### config.mk
export PLATFORM = sky130hd
export DESIGN_NAME = memwp_ctrl
export DESIGN_NICKNAME = d
export VERILOG_FILES = /design/src/rtl/memwp_ctrl.sv
export SDC_FILE = /design/constraint.sdc
export NUM_CORES = 1
export LEC_CHECK = 0
export CAP_MARGIN = 20
export CELL_PAD_IN_SITES_DETAIL_PLACEMENT = 0
export CELL_PAD_IN_SITES_GLOBAL_PLACEMENT = 1
export CORE_MARGIN = 10
export CORE_UTILIZATION = 40
export CTS_CLUSTER_SIZE = 28
export DETAILED_ROUTE_END_ITERATION = 8
export GPL_TIMING_DRIVEN = 1
export PLACE_DENSITY = 0.88
export SLEW_MARGIN = 40
export SYNTH_ARGS = -nofsm -noshare
export SYNTH_HDL_FRONTEND = slang
export SYNTH_SLANG_ARGS = --single-unit
### constraint.sdc
create_clock -name clk -period 1.88 [get_ports clk]
set_input_delay 0.188 -clock clk [delete_from_list [all_inputs] [get_ports clk]]
set_output_delay 0.188 -clock clk [all_outputs]
set_load 0.02 [all_outputs]
### src/rtl/memwp_ctrl.sv
module memwp_ctrl #(
  parameter int ADDR_W = 9,
  parameter int DATA_W = 8,
  parameter int N_CTL  = 7,
  parameter logic [ADDR_W-1:0] GPM_END   = 9'h07F,
  parameter logic [ADDR_W-1:0] REG_BASE  = 9'h080,
  parameter logic [ADDR_W-1:0] LUT1_BASE = 9'h090,
  parameter logic [ADDR_W-1:0] LUT2_BASE = 9'h0D0,
  parameter logic [ADDR_W-1:0] MAP_END   = 9'h10F,
  parameter logic [N_CTL*DATA_W-1:0] CTL_INIT  = '0,
  parameter logic [N_CTL*DATA_W-1:0] RSVD_MASK = 56'hF0_F0_00_00_00_00_04
) (
  input  logic              clk,
  input  logic              rst_n,
  input  logic              wr_req,
  input  logic [ADDR_W-1:0] wr_addr,
  input  logic [DATA_W-1:0] wr_data,
  input  logic              wp_n,
  input  logic [ADDR_W-1:0] rd_addr,
  output logic [DATA_W-1:0] rd_data,
  output logic              wr_grant,
  output logic              wr_abort,
  output logic              mem_we,
  output logic [ADDR_W-1:0] mem_addr,
  output logic [DATA_W-1:0] mem_data
);

  localparam logic [ADDR_W-1:0] STAT_A = REG_BASE + ADDR_W'(N_CTL);

  logic [DATA_W-1:0] ctl_q [N_CTL];
  logic [1:0] lock_code;
  logic in_gpm, in_reg, in_lut1, in_lut2, locked, writable;

  assign lock_code = ctl_q[0][1:0];

  assign in_gpm  = wr_addr <= GPM_END;
  assign in_reg  = (wr_addr >= REG_BASE) && (wr_addr < STAT_A);
  assign in_lut1 = (wr_addr >= LUT1_BASE) && (wr_addr < LUT2_BASE);
  assign in_lut2 = (wr_addr >= LUT2_BASE) && (wr_addr <= MAP_END);

  assign locked = (in_gpm  && (lock_code != 2'b00)) ||
                  (in_lut1 && lock_code[1]) ||
                  (in_lut2 && (lock_code == 2'b11));

  assign writable = wp_n && (in_reg || ((in_gpm || in_lut1 || in_lut2) && !locked));

  assign wr_grant = wr_req && writable;
  assign wr_abort = wr_req && !writable;
  assign mem_we   = wr_grant && !in_reg;
  assign mem_addr = wr_addr;
  assign mem_data = wr_data;

  generate
    for (genvar i = 0; i < N_CTL; i++) begin : g_ctl
      localparam logic [DATA_W-1:0] MASK = RSVD_MASK[i*DATA_W +: DATA_W];
      localparam logic [DATA_W-1:0] INIT =
        (i == N_CTL-1) ? '0 : (CTL_INIT[i*DATA_W +: DATA_W] & ~MASK);
      localparam logic [ADDR_W-1:0] MY_A = REG_BASE + ADDR_W'(i);
      always_ff @(posedge clk or negedge rst_n) begin
        if (!rst_n)
          ctl_q[i] <= INIT;
        else if (wr_grant && wr_addr == MY_A)
          ctl_q[i] <= wr_data & ~MASK;
      end
    end
  endgenerate

  always_comb begin
    rd_data = '0;
    for (int i = 0; i < N_CTL; i++)
      if (rd_addr == REG_BASE + ADDR_W'(i)) rd_data = ctl_q[i];
  end

endmodule

==> results.txt <==
power consumption: 2.02 mW
Buffers on Ports: 57
status: finished clean
area grow syn2layout: 38.3%
R2R Setup Slk: 0.99 ns
PD cells: 552 nW/um^2
Die Y: 101 um
Die W: 101 um
# IOs: 58
clock slew at reported path FFs: 0.09 ns
final setup violating endpoints: 0
vias in the first global route: 2010
Final #Nets: 317
Routability Congestion: 0.751
Internal: 1.48 mW
Post-synth EDFFs: 0
Slew Limit Headroom: 58.6%
clk buf depth: 2
final period utilization: 98.1%
register share of total power: 51.1%
grt total ovfl: 0
post-route setup slack: 0.0356 ns
CTS tree: yes
fin. max-slew vios: 0
top_reg_cell synth: dfrtp_1
pre-CTS setup slack: -0.720 ns
sequential-to-total area share from yosys stat: 44.4%
worst skew pair latency: 0.31 ns
core area: 6390 sq um
Net Sw Power: 543 uW
via count: 1934
layout cell share with drive strength beyond 1: 48.6%
Min-Delay Path Class: in -> async
number of setup buffers added after CTS: 0
Slew @ Worst Pin: 0.621 ns
maxcap violations: 0
Startpoint Class: register
minimum clock period: 1.84 ns
WS Path Type: reg -> out
Initial Util: 41.5%
antenna-violating nets left: 0
#FFs+latches synth: 47
clk sink count: 47
Reg with most FFs: ctl_q
final hold vios: 0
CTS root buf: clkbuf_8
Die Area: 10300 sq um
initial antenna violation count: 0
terminus of the critical flop-to-flop path: ctl_q[49]
synthesized area: 2650 sq um
maximum vdd drop: 502 uV
Vias/cell: 5.30
Max Fanout on Critical Path: 3
largest net degree at the start of global routing: 29
number of buffers created by CTS: 5
data arrival time of the critical path: 1.66 ns
R2R depth: 2
first-pass GRT wire length: 10500 um
Synth Warn #: 0
worst r2r src: ctl_q[49]
Max Fclk: 542 MHz
max FFs per register: 47
critical path endpoint category: output pin
antenna diode count: 0
Detailed Route Iter0 Violations: 114
syn avg cell area: 12.7 sq um
RSZ-0062 raised after global routing: yes
Post-DP HPWL: 4810 um
Util after Layout: 57.3%
fraction of power consumed by combinational cells: 17.9%
Mapped Cells: 208
post-synthesis net count: 238
routed length per instance: 17.4 um
Min Hold Slack: 0.438 ns
synth unique cells: 35
Core Rows: 29
Critical Path RT: 1.69 ns
static leakage power: 1.69 nW
H-tree depth: 2
Routed WL: 6360 um
biggest regs: ctl_q: 47 flops
GRT Resource Usage Total: 12.6%
clock network power share: 31.0%
Detailed Routing Iterations Pass 1: 4
drc violations: 0
final clock skew: 0 ns
Sw Ratio: 26.8%
asr flop ratio synth: 100%
-- worst max path at each step --
stage	start	end	slack, ns	depth (start not counted)
after floorplan	rd_addr[0]	rd_data[6]	-0.07	5
after global placement	wr_addr[6]	wr_grant	-0.69	5
after detailed placement	wr_addr[6]	wr_grant	-0.72	5
after CTS	wr_addr[6]	wr_grant	0.01	5
after global routing	ctl_q[49]	mem_we	-0.05	3
final	ctl_q[49]	mem_we	0.04	3
-- cell families after synthesis --
group / count (synthesis) / share of synthesized area, %
simple gates: 52 / 15.3
flops: 47 / 44.4
buf+inv: 26 / 6.43
compound gates: 24 / 7.66
mux: 59 / 26.2
-- cell usage after synthesis, drive strengths merged (2+ instances only) --
cell      n  area share [%]
a211oi    4             1.1
a2bb2oi   4             1.3
nand2b    4            0.95
mux2i     4             1.5
buf      21             5.7
or3       2            0.47
mux2     52              22
clkbuf    5            0.71
nand2    10             1.4
dfrtp    47              44
nor4      8             5.9
a211o     4             1.3
mux4      3             2.6
nor2b     4            0.95
or3b      3            0.99
nor2      6            0.85
or4b      2            0.76
nor3      6             1.1
a221oi    5             1.7
nand3b    4             1.1
-- metrics by stage --
step	cell area, sq um	instances	TNS [ns]
after floorplan	2670	208	-0.136
after global placement	3510	356	-29.77
final	3660	365	0
after detailed placement	3510	356	-30.61
after global routing	3660	365	-0.0553
after CTS	3620	365	0
-- layout by cell type, fill, tap and decap left out, types with 5 or more instances in the layout --
| cell | count |
|---|---|
| mux2_2 | 44 |
| clkdlybuf4s50_1 | 37 |
| nor2_1 | 6 |
| nand2_1 | 10 |
| clkbuf_8 | 5 |
| mux2_4 | 8 |
| dlygate4sd2_1 | 5 |
| nor3_1 | 5 |
| buf_6 | 8 |
| buf_2 | 9 |
| nor4_4 | 7 |
| buf_4 | 31 |
| dfrtp_1 | 47 |
-- routing by layer --
| metal | up-vias | part of all wire (%) | global-route usage, % | wire [um] |
|---|---|---|---|---|
| met3 | 6 | 3.8 | 2.65 | 242 |
| met2 | 36 | 52 | 21.3 | 3320 |
| met1 | 970 | 43 | 15.8 | 2730 |
| met5 | - | 0 | 0 | 0 |
| li1 | 922 | - | - | - |
| met4 | 0 | 1.1 | 3.54 | 72 |
-- final cells by class --
class,count,area (sq um)
clock buffer,5,68.8
tap,77,96.3
multi-input combinational,135,1410
sequential,47,1180
timing repair buffer,98,892
clock inverter,3,23.8
fill,536,2720
-- critical path, stage by stage, from the launching register on --
cell	delay, ns
dfrtp_1	0.39
or4b_4	0.56
a311oi_2	0.22
buf_4	0.18
-- repair_timing --
| action | 4_1_cts | 5_1_grt |
|---|---|---|
| gates resized for setup | 80 | 18 |
| hold buffers | 1 | 0 |
| pin swaps | 7 | 3 |
| endpoints found under the setup margin | 58 | 17 |
| hold endpoints to repair | 26 | 0 |
| cloned | 0 | 0 |
-- power by group through the flow --
stage / sequential (mW) / clock (mW) / combinational, mW
final: 1.03 / 0.627 / 0.362
after detailed placement: 1.05 / 0 / 0.356
after global placement: 1.05 / 0 / 0.352
after floorplan: 1.05 / 0 / 0.166
after CTS: 1.03 / 0.644 / 0.361
after global routing: 1.03 / 0.684 / 0.390
Power figures use the tool's default switching activity.
